### config.mk
export PLATFORM = sky130hd
export DESIGN_NAME = lcr_link_csr
export DESIGN_NICKNAME = d
export VERILOG_FILES = /design/src/rtl/lcr_pkg.sv /design/src/rtl/lcr_rst_sync.sv /design/src/rtl/lcr_link_ctl.sv /design/src/rtl/lcr_cmd.sv /design/src/rtl/lcr_link_csr.sv
export SDC_FILE = /design/constraint.sdc
export NUM_CORES = 1
export LEC_CHECK = 0
export BUFFER_PORTS_ARGS = -buffer_cell sky130_fd_sc_hd__buf_2
export CAP_MARGIN = 40
export CORE_AREA = 2 2 53 55
export DETAILED_ROUTE_END_ITERATION = 8
export DIE_AREA = 0 0 55 57
export GPL_ROUTABILITY_DRIVEN = 0
export GPL_TIMING_DRIVEN = 0
export PLACE_DENSITY_LB_ADDON = 0.08
export SYNTH_ARGS = -nofsm -noshare
export SYNTH_HDL_FRONTEND = slang
export SYNTH_HIERARCHICAL = 1
export SYNTH_SLANG_ARGS = --single-unit
### constraint.sdc
create_clock -name clk -period 0.97 [get_ports clk]
set_input_delay 0.1455 -clock clk [delete_from_list [all_inputs] [get_ports clk]]
set_output_delay 0.1455 -clock clk [all_outputs]
set_load 0.005 [all_outputs]
### src/rtl/lcr_pkg.sv
package lcr_pkg;
  localparam int DW = 16;
  // control word bit positions
  localparam int C_FLOOD = 1;
  localparam int C_TEST  = 2;
  localparam int C_BAD   = 3;
  localparam int C_FAIL  = 4;
  localparam int C_INIT  = 5;
  localparam int C_EOC   = 6;
  localparam int C_TXOFF = 7;
  localparam int C_CRCLG = 8;
  // command word bit positions
  localparam int K_CHAIN = 7;
  localparam int K_SLAVE = 10;
  localparam int K_CAP   = 13;
  localparam int CAP_W   = 3;
  localparam logic [CAP_W-1:0] CAP_VAL = 3'b001;
  localparam logic ADDR_CTL = 1'b1;
endpackage

### src/rtl/lcr_rst_sync.sv
module lcr_rst_sync #(
  parameter int STAGES = 2
) (
  input  logic clk,
  input  logic arst_n,
  output logic rst_n
);
  logic [STAGES-1:0] sync_q;

  always_ff @(posedge clk or negedge arst_n) begin
    if (!arst_n) sync_q <= '0;
    else         sync_q <= {sync_q[STAGES-2:0], 1'b1};
  end

  assign rst_n = sync_q[STAGES-1];
endmodule

### src/rtl/lcr_link_ctl.sv
module lcr_link_ctl
  import lcr_pkg::*;
(
  input  logic          clk,
  input  logic          rst_n,
  input  logic          warm,
  input  logic          fabric,
  input  logic          wr,
  input  logic [DW-1:0] wmask,
  input  logic [DW-1:0] wdata,
  input  logic          crc_err,
  input  logic          test_done,
  input  logic          init_ok,
  input  logic          fail_det,
  output logic [DW-1:0] rdata,
  output logic          sync_flood,
  output logic          bad_crc_tx,
  output logic          crc_test_req,
  output logic          rx_drop,
  output logic          tx_nop,
  output logic          sync_allow
);
  logic flood_q, test_q, bad_q, fail_q, feff_q, init_q, eoc_q, txoff_q, crclg_q, sf_q;
  logic flood_d, test_d, bad_d, fail_d, feff_d, init_d, eoc_d, txoff_d, crclg_d, sf_d;
  logic [DW-1:0] wen;
  logic          fail_now, upd;

  assign wen      = {DW{wr}} & wmask;
  assign fail_now = fail_det | (crc_err & flood_q);
  assign upd      = wr | warm | fabric | crc_err | test_done | init_ok | fail_det;

  always_comb begin
    flood_d = flood_q; test_d = test_q; bad_d = bad_q; fail_d = fail_q;
    feff_d  = feff_q;  init_d = init_q; eoc_d = eoc_q; txoff_d = txoff_q;
    crclg_d = crclg_q; sf_d   = sf_q;
    if (fabric || warm) begin
      flood_d = 1'b0; test_d = 1'b0; bad_d = 1'b0; init_d = 1'b0;
      txoff_d = 1'b0; crclg_d = 1'b0; sf_d = 1'b0;
      feff_d  = fail_q;
      if (fabric) eoc_d = 1'b0;
    end else begin
      // software first, hardware events override below
      if (wen[C_FLOOD]) flood_d = wdata[C_FLOOD];
      if (wen[C_BAD])   bad_d   = wdata[C_BAD];
      if (wen[C_TXOFF]) txoff_d = wdata[C_TXOFF];
      if (wen[C_FAIL])  fail_d  = wdata[C_FAIL];
      if (wen[C_TEST]  && wdata[C_TEST])  test_d  = 1'b1;
      if (wen[C_EOC]   && wdata[C_EOC])   eoc_d   = 1'b1;
      if (wen[C_CRCLG] && wdata[C_CRCLG]) crclg_d = 1'b0;
      if (test_done) test_d  = 1'b0;
      if (crc_err)   crclg_d = 1'b1;
      if (crc_err && flood_q) sf_d = 1'b1;
      if (fail_now) begin
        fail_d = 1'b1; feff_d = 1'b1; init_d = 1'b0;
      end else if (init_ok && !feff_q) begin
        init_d = 1'b1;
      end
    end
  end

  always_ff @(posedge clk or negedge rst_n) begin
    if (!rst_n) begin
      flood_q <= 1'b0; test_q <= 1'b0; bad_q <= 1'b0; fail_q <= 1'b0;
      feff_q  <= 1'b0; init_q <= 1'b0; eoc_q <= 1'b0; txoff_q <= 1'b0;
      crclg_q <= 1'b0; sf_q   <= 1'b0;
    end else if (upd) begin
      flood_q <= flood_d; test_q <= test_d; bad_q <= bad_d; fail_q <= fail_d;
      feff_q  <= feff_d;  init_q <= init_d; eoc_q <= eoc_d; txoff_q <= txoff_d;
      crclg_q <= crclg_d; sf_q   <= sf_d;
    end
  end

  always_comb begin
    rdata          = '0;
    rdata[C_FLOOD] = flood_q;
    rdata[C_TEST]  = test_q;
    rdata[C_BAD]   = bad_q;
    rdata[C_FAIL]  = fail_q;
    rdata[C_INIT]  = init_q;
    rdata[C_EOC]   = eoc_q;
    rdata[C_TXOFF] = txoff_q;
    rdata[C_CRCLG] = crclg_q;
  end

  assign sync_flood   = sf_q;
  assign bad_crc_tx   = bad_q;
  assign crc_test_req = test_q;
  assign rx_drop      = eoc_q;
  assign tx_nop       = eoc_q & ~txoff_q;
  assign sync_allow   = ~feff_q;

  p_flood_escalate_r1: assert property (@(posedge clk) disable iff (!rst_n)
    (crc_err && flood_q && !warm && !fabric) |=> (sync_flood && fail_q));
  p_crc_logged_r2: assert property (@(posedge clk) disable iff (!rst_n)
    (crc_err && !warm && !fabric) |=> crclg_q);
  p_test_cleared_r3: assert property (@(posedge clk) disable iff (!rst_n)
    test_done |=> !crc_test_req);
  p_init_blocked_r5: assert property (@(posedge clk) disable iff (!rst_n)
    !sync_allow |-> !init_q);
  p_eoc_sticky_r7: assert property (@(posedge clk) disable iff (!rst_n)
    (eoc_q && !fabric) |=> eoc_q);
  p_fail_survives_warm_r11: assert property (@(posedge clk) disable iff (!rst_n)
    (fail_q && warm && !fabric) |=> (fail_q && !sync_allow));
endmodule

### src/rtl/lcr_cmd.sv
module lcr_cmd
  import lcr_pkg::*;
(
  input  logic          clk,
  input  logic          rst_n,
  input  logic          warm,
  input  logic          fabric,
  input  logic          wr,
  input  logic [DW-1:0] wmask,
  input  logic [DW-1:0] wdata,
  input  logic          acc_chain,
  output logic [DW-1:0] rdata,
  output logic          slave_mode
);
  logic pend_q, pend_d, eff_q, eff_d, upd;

  assign upd = wr | warm | fabric;

  always_comb begin
    pend_d = pend_q;
    eff_d  = eff_q;
    if (warm || fabric)              eff_d  = pend_q;
    else if (wr && wmask[K_SLAVE])   pend_d = wdata[K_SLAVE];
  end

  always_ff @(posedge clk or negedge rst_n) begin
    if (!rst_n) begin
      pend_q <= 1'b0;
      eff_q  <= 1'b0;
    end else if (upd) begin
      pend_q <= pend_d;
      eff_q  <= eff_d;
    end
  end

  always_comb begin
    rdata                  = '0;
    rdata[K_CHAIN]         = acc_chain;
    rdata[K_SLAVE]         = pend_q;
    rdata[K_CAP +: CAP_W]  = CAP_VAL;
  end

  assign slave_mode = eff_q;

  p_slave_deferred_r8: assert property (@(posedge clk) disable iff (!rst_n)
    (!warm && !fabric) |=> $stable(slave_mode));
  p_slave_applied_r8: assert property (@(posedge clk) disable iff (!rst_n)
    (warm || fabric) |=> (slave_mode == $past(pend_q)));
endmodule

### src/rtl/lcr_link_csr.sv
module lcr_link_csr
  import lcr_pkg::*;
#(
  parameter int SYNC_STAGES = 2
) (
  input  logic          clk,
  input  logic          cold_rst_n,
  input  logic          warm_rst,
  input  logic          fabric_rst,
  input  logic          reg_wr,
  input  logic          reg_addr,
  input  logic [1:0]    reg_be,
  input  logic [DW-1:0] reg_wdata,
  input  logic          acc_chain,
  output logic [DW-1:0] reg_rdata,
  input  logic          crc_err,
  input  logic          test_done,
  input  logic          init_ok,
  input  logic          fail_det,
  output logic          sync_flood,
  output logic          bad_crc_tx,
  output logic          crc_test_req,
  output logic          rx_drop,
  output logic          tx_nop,
  output logic          sync_allow,
  output logic          slave_mode
);
  localparam int BYTES = DW / 8;

  logic          rst_n;
  logic [DW-1:0] wmask, ctl_rd, cmd_rd;
  logic          ctl_wr, cmd_wr;

  lcr_rst_sync #(.STAGES(SYNC_STAGES)) u_rst (
    .clk(clk), .arst_n(cold_rst_n), .rst_n(rst_n));

  for (genvar b = 0; b < BYTES; b++) begin : g_mask
    assign wmask[b*8 +: 8] = {8{reg_be[b]}};
  end

  assign ctl_wr = reg_wr & (reg_addr == ADDR_CTL);
  assign cmd_wr = reg_wr & (reg_addr != ADDR_CTL);

  lcr_link_ctl u_ctl (
    .clk(clk), .rst_n(rst_n), .warm(warm_rst), .fabric(fabric_rst),
    .wr(ctl_wr), .wmask(wmask), .wdata(reg_wdata),
    .crc_err(crc_err), .test_done(test_done), .init_ok(init_ok), .fail_det(fail_det),
    .rdata(ctl_rd), .sync_flood(sync_flood), .bad_crc_tx(bad_crc_tx),
    .crc_test_req(crc_test_req), .rx_drop(rx_drop), .tx_nop(tx_nop),
    .sync_allow(sync_allow));

  lcr_cmd u_cmd (
    .clk(clk), .rst_n(rst_n), .warm(warm_rst), .fabric(fabric_rst),
    .wr(cmd_wr), .wmask(wmask), .wdata(reg_wdata), .acc_chain(acc_chain),
    .rdata(cmd_rd), .slave_mode(slave_mode));

  assign reg_rdata = (reg_addr == ADDR_CTL) ? ctl_rd : cmd_rd;

  p_eoc_outputs_r7: assert property (@(posedge clk) disable iff (!rst_n)
    !rx_drop |-> !tx_nop);
  p_cold_clears_r11: assert property (@(posedge clk)
    !rst_n |-> (!slave_mode && sync_allow && !sync_flood && !rx_drop));
endmodule

Yosys cells after proc, flatten, opt, wreduce, memory -nomap -nowiden
Cells that the tools add are included.
{"block": "op_classes", "n_eq_ne": 1, "muxes": 25, "bitwise_logic": 18, "reduce_logical": 30}
{"cell": "1-bit two-way mux", "count": 24}
{"cell": "2-bit AND reduction", "count": 9}
{"cell": "14-bit two-way mux", "count": 1}
{"cell": "2-bit nonzero test", "count": 7}
{"cell": "9-bit bitwise AND", "count": 1}
{"cell": "1-bit OR", "count": 9}
{"cell": "3-bit AND reduction", "count": 3}
{"cell": "3-bit nonzero test", "count": 3}
{"cell": "1-bit logical AND", "count": 6}
{"cell": "1-bit bitwise AND", "count": 4}
{"cell": "1-bit inverter", "count": 4}
{"cell": "2-bit inequality test, second input constant", "count": 1}
{"cell": "1-bit logical NOT", "count": 1}
{"cell": "1-bit logical OR", "count": 1}
{"block": "word_totals", "reg_bits": 14, "input_bits": 29, "output_inout_bits": 23, "word_cells": 87}

Depth between registers and ports, before layout
{"block": "logic_depth", "ltp_word": 8, "ltp_mapped": 7, "mapped_depth_nobuf": 4}

Cells and area by module
Netlist, hierarchy kept.
{"mod": "lcr_link_ctl", "n_inst": 1, "cells_per_inst": 67, "area_each_um2": 623.1, "seq_area_each_um2": 250.2}
{"mod": "lcr_link_csr", "n_inst": 1, "cells_per_inst": 20, "area_each_um2": 257.7, "seq_area_each_um2": 0.0}
{"mod": "lcr_cmd", "n_inst": 1, "cells_per_inst": 24, "area_each_um2": 216.5, "seq_area_each_um2": 50.0}
{"mod": "lcr_rst_sync", "n_inst": 1, "cells_per_inst": 3, "area_each_um2": 53.8, "seq_area_each_um2": 50.0}

Worst setup path before layout
OpenSTA, ideal clock, no wires.
{"block": "synth_timing", "path_type": "input to register", "from": "input reg_addr", "to": "register u_ctl.fail_q", "setup_ns": 0.130, "arrival_ns": 1.185, "required_ns": 0.840, "slack_ns": -0.345, "cell_stages": 6, "path_buffers": 2, "path_cell_list": "buf_6 buf_12 and2_2 nor3_1 a211o_1 a21oi_2"}
{"block": "synth_via", "elab_chain_len": 8, "elab_cells_between_ends": 10, "cone_classes": "8 x bitwise; 2 x reduce/logical"}
{"element": "start: declaration", "line_no": "lcr_link_csr.sv:11", "source": "input logic reg_addr,"}
{"element": "1-bit bitwise AND (*)", "line_no": "lcr_link_csr.sv:41", "source": "assign ctl_wr = reg_wr & (reg_addr == ADDR_CTL);"}
{"element": "via ctl_wr", "line_no": "lcr_link_csr.sv:32", "source": "logic ctl_wr, cmd_wr;"}
{"element": "1-bit OR (6 in a row)", "line_no": "lcr_link_ctl.sv:30", "source": "assign upd = wr | warm | fabric | crc_err | test_done | init_ok | fail_det;"}
{"element": "3-bit AND reduction (no source line) (*)"}
{"element": "end signal: assignment", "line_no": "lcr_link_ctl.sv:63", "source": "flood_q <= 1'b0; test_q <= 1'b0; bad_q <= 1'b0; fail_q <= 1'b0;"}
{"element": "end signal: assignment", "line_no": "lcr_link_ctl.sv:67", "source": "flood_q <= flood_d; test_q <= test_d; bad_q <= bad_d; fail_q <= fail_d;"}
{"element": "end: declaration", "line_no": "lcr_link_ctl.sv:23", "source": "logic flood_q, test_q, bad_q, fail_q, feff_q, init_q, eoc_q, txoff_q, crclg_q, sf_q;"}
Mark *: on every way through the listed nets, which the timed path passes. The rest lies on a longest branch.
A chain may end at the register's enable or synchronous reset.

Final worst setup path
{"block": "layout_timing", "from": "register u_ctl.flood_q", "to": "output reg_rdata[1]"}
{"block": "layout_via", "elab_chain_len": 1}
{"element": "start: declaration", "line_no": "lcr_link_ctl.sv:23"}
{"element": "start signal: assignment", "line_no": "lcr_link_ctl.sv:63"}
{"element": "start signal: assignment", "line_no": "lcr_link_ctl.sv:67"}
{"element": "14-bit two-way mux", "line_no": "lcr_link_csr.sv:57", "source": "assign reg_rdata = (reg_addr == ADDR_CTL) ? ctl_rd : cmd_rd;"}
{"element": "end: declaration", "line_no": "lcr_link_csr.sv:15", "source": "output logic [DW-1:0] reg_rdata,"}
No other way between the ends.

==> impl_metrics.env <==
export IMPL_grt_util_all_layers_pct=15.9
export IMPL_syn_avg_cell_area_um2=10.1
export IMPL_whs_ns=0.0384
export IMPL_fin_ws_ns=-0.351
export IMPL_grt_max_degree=13
export IMPL_port_buffers=35
export IMPL_postSynth_asyncResetShare_pct=100
export IMPL_vias_per_cell=4.33
export IMPL_area_growth_pct=46.6
export IMPL_dpl_instance_area_um2=1470
export IMPL_rsz0062_at_grt="true"
export IMPL_cts_sinks=14
export IMPL_design_core_area_um2=2620
export IMPL_ant_nets=0
export IMPL_dpl_worst_slack_ns=-0.297
export IMPL_boundaryPins=52
export IMPL_drtPass1Iterations=4
export IMPL_cts_root_buffer="clkbuf_4"
export IMPL_dp_hpwl_um=1610
export IMPL_fin_setup_tns_ns=-3.66
export IMPL_worstPathArrival_ns=1.18
export IMPL_dieArea_um2=3140
export IMPL_cp_end_kind="primary output"
export IMPL_p_per_area_nw_per_um2=865
export IMPL_tritoncts="done"
export IMPL_outcome="finished with violations"
export IMPL_ys_ff_latch=14
export IMPL_start_util_pct=44.0
export IMPL_synth_warnings=6
export IMPL_synth_cell_area_um2=1150
export IMPL_ys_flop_type="dfrtp_1"
export IMPL_worstHoldStart="test_done"
export IMPL_r2r_setup_slack_ns=-0.22
export IMPL_worst_r2r_path_depth=5
export IMPL_rows=19
export IMPL_reg2reg_to="u_ctl/feff_q"
export IMPL_hold_viol=0
export IMPL_drtIter0Drc=10
export IMPL_synth_edf_count=0
export IMPL_fmax_ghz=0.757
export IMPL_antenna_cells=0
export IMPL_wl_per_cell_um=10.3
export IMPL_final_util_pct=64.5
export IMPL_cp_slowest_stage_delay_ns=0.39
export IMPL_worstSetupPathType="reg2out"
export IMPL_grt_overflow=0
export IMPL_p_leak_nw=0.926
export IMPL_die_y_um=57
export IMPL_clockBufferDepth=2
export IMPL_timing_rr_start="u_ctl/flood_q"
export IMPL_dieWidth_um=55
export IMPL_ys_types=27
export IMPL_hold_class="in2reg"
export IMPL_antenna_found_initial=0
export IMPL_fin_crit_sh_pct=136
export IMPL_cp_required_ns=0.82
export IMPL_grt_pass1_vias=934
export IMPL_worstHoldPathCells=2
export IMPL_synth_top_area_share_pct=30.4
export IMPL_drc=0
export IMPL_num_nets_final=215
export IMPL_startpoint_type="register"
export IMPL_path_max_fanout=2
export IMPL_numCtsBuffers=3
export IMPL_slowest_stage="dfrtp_1"
export IMPL_yosysSeqAreaShare_pct=30.4
export IMPL_finalMaxSlewViolations=0
export IMPL_setup_viol=17
export IMPL_cts_htree_levels=1
export IMPL_num_vias=932
export IMPL_ys_top_cells_by_area="dfrtp_1 30%, buf_4 21%, mux2_4 10%, mux2_2 9.8%, a21oi_1 3.0%"
export IMPL_failed_checks="setup timing"
export IMPL_stdcell_area_um2=1690
export IMPL_clock_skew_ns=0.00689
export IMPL_ir_drop_mv=0.728
export IMPL_hold_end="u_ctl/crc_test_req"
export IMPL_period_minus_slack_ns=1.32
export IMPL_drive_above_1_share_pct=64.1
export IMPL_syn_inst=114
export IMPL_finalWirelength_um=2210
export IMPL_yosysTopAreaCell="dfrtp_1"
export IMPL_insertion_delay_ns=0.28
export IMPL_path_cells="buf_4, mux2_4, buf_6"
export IMPL_cap_violations=0
export IMPL_path_clk_slew_ns=0.08
export IMPL_grt_pass1_wl_um=3660
[critical path: cells and delay by family, from the launching register on]
family	cells	cell delay (ns)
buffers and inverters	2	0.24
flip-flops	1	0.39
multiplexers	1	0.25
[through the flow]
| step | std cells | total power [W] |
|---|---|---|
| finish | 215 | 0.00146 |
| global route | 215 | 0.00156 |
| CTS | 211 | 0.00145 |
| detailed placement | 199 | 0.00108 |
| global placement | 199 | 0.00107 |
| floorplan | 133 | 0.000952 |
[synthesized netlist by cell type (2+ instances only)]
cell / number
mux2_4: 8
dfrtp_1: 14
conb_1: 4
nor3_1: 4
a21oi_1: 7
nand2_1: 6
nand3_1: 4
inv_1: 3
buf_6: 2
buf_4: 32
mux2_2: 10
nor2_1: 5
[layout by cell type, fill, tap and decap left out]
master	instances
buf_4	42
buf_2	28
conb_1	23
dfrtp_1	14
buf_6	11
mux2_4	10
mux2_2	8
a21oi_1	7
nand2_1	6
nor2_1	5
clkbuf_4	3
nand3_1	3
buf_12	2
inv_1	2
nor3_4	2
and2_4	1
and2b_2	1
dlygate4sd3_1	1
and4bb_2	1
inv_2	1
a41oi_2	1
or2_1	1
nand3_2	1
a31oi_1	1
nor3_1	1
nor3_2	1
a221oi_2	1
a211o_1	1
nand3b_4	1
a21o_4	1
a2111oi_4	1
a21oi_2	1
nor2b_1	1
[flip-flops by register name (all words and copies together) (netlist names)]
signal,count
u_ctl/init_q,1
u_cmd/pend_q,1
u_ctl/crclg_q,1
u_ctl/bad_crc_tx,1
u_ctl/sync_flood,1
u_ctl/txoff_q,1
u_ctl/flood_q,1
u_cmd/slave_mode,1
u_rst/sync_q,2
u_ctl/crc_test_req,1
u_ctl/feff_q,1
u_ctl/rx_drop,1
u_ctl/fail_q,1
[what timing repair did]
item,in CTS,in global routing
setup endpoints to repair,16,18
hold buffers,1,0
gates cloned,0,0
gates resized for setup,9,9
pin swaps,2,1
endpoints found under the hold margin,2,0
setup buffers,12,5
[how the worst max path moves through the flow]
| stage | startpoint | to | slack (ns) |
|---|---|---|---|
| 2_1_floorplan | reg_addr | u_cmd/pend_q | -0.25 |
| 3_3_place_gp | reg_addr | u_cmd/pend_q | -0.27 |
| 3_5_place_dp | reg_addr | u_cmd/pend_q | -0.30 |
| 4_1_cts | u_ctl/flood_q | reg_rdata[1] | -0.36 |
| 5_1_grt | u_ctl/flood_q | reg_rdata[1] | -0.39 |
| 6_report | u_ctl/flood_q | reg_rdata[1] | -0.35 |
[logic make-up after synthesis]
kind of cell,Yosys count,synth area share [%]
buffers and inverters,39,26.0
and+or+nand+nor,25,12.4
muxes,18,20.2
AOI/OAI and AO/OA,14,9.68
DFF,14,30.4
other,4,1.30
[power breakdown]
part	total, W	internal, W	switching (W)
clock network	0.000326	0.000144	0.000182
registers	0.000642	0.000617	0.0000254
logic	0.000492	0.000314	0.000178
total	0.00146	0.00107	0.000386
[routing by layer]
layer	track usage, %	vias to the layer above	share of wire (%)
met5	0	-	0
met4	7.32	0	2.3
met3	1.57	6	4.6
met2	27.7	25	55
met1	18.9	427	38
li1	-	474	-
[layout make-up]
| type | count | area (um^2) |
|---|---|---|
| inverters | 3 | 11.3 |
| well taps | 31 | 38.8 |
| clock buffers | 3 | 22.5 |
| multi-input cells | 80 | 636 |
| repair buffers | 52 | 359 |
| fillers | 235 | 927 |
| flip-flops and latches | 14 | 350 |
| plain buffers | 32 | 270 |
Power figures use the tool's default switching activity.
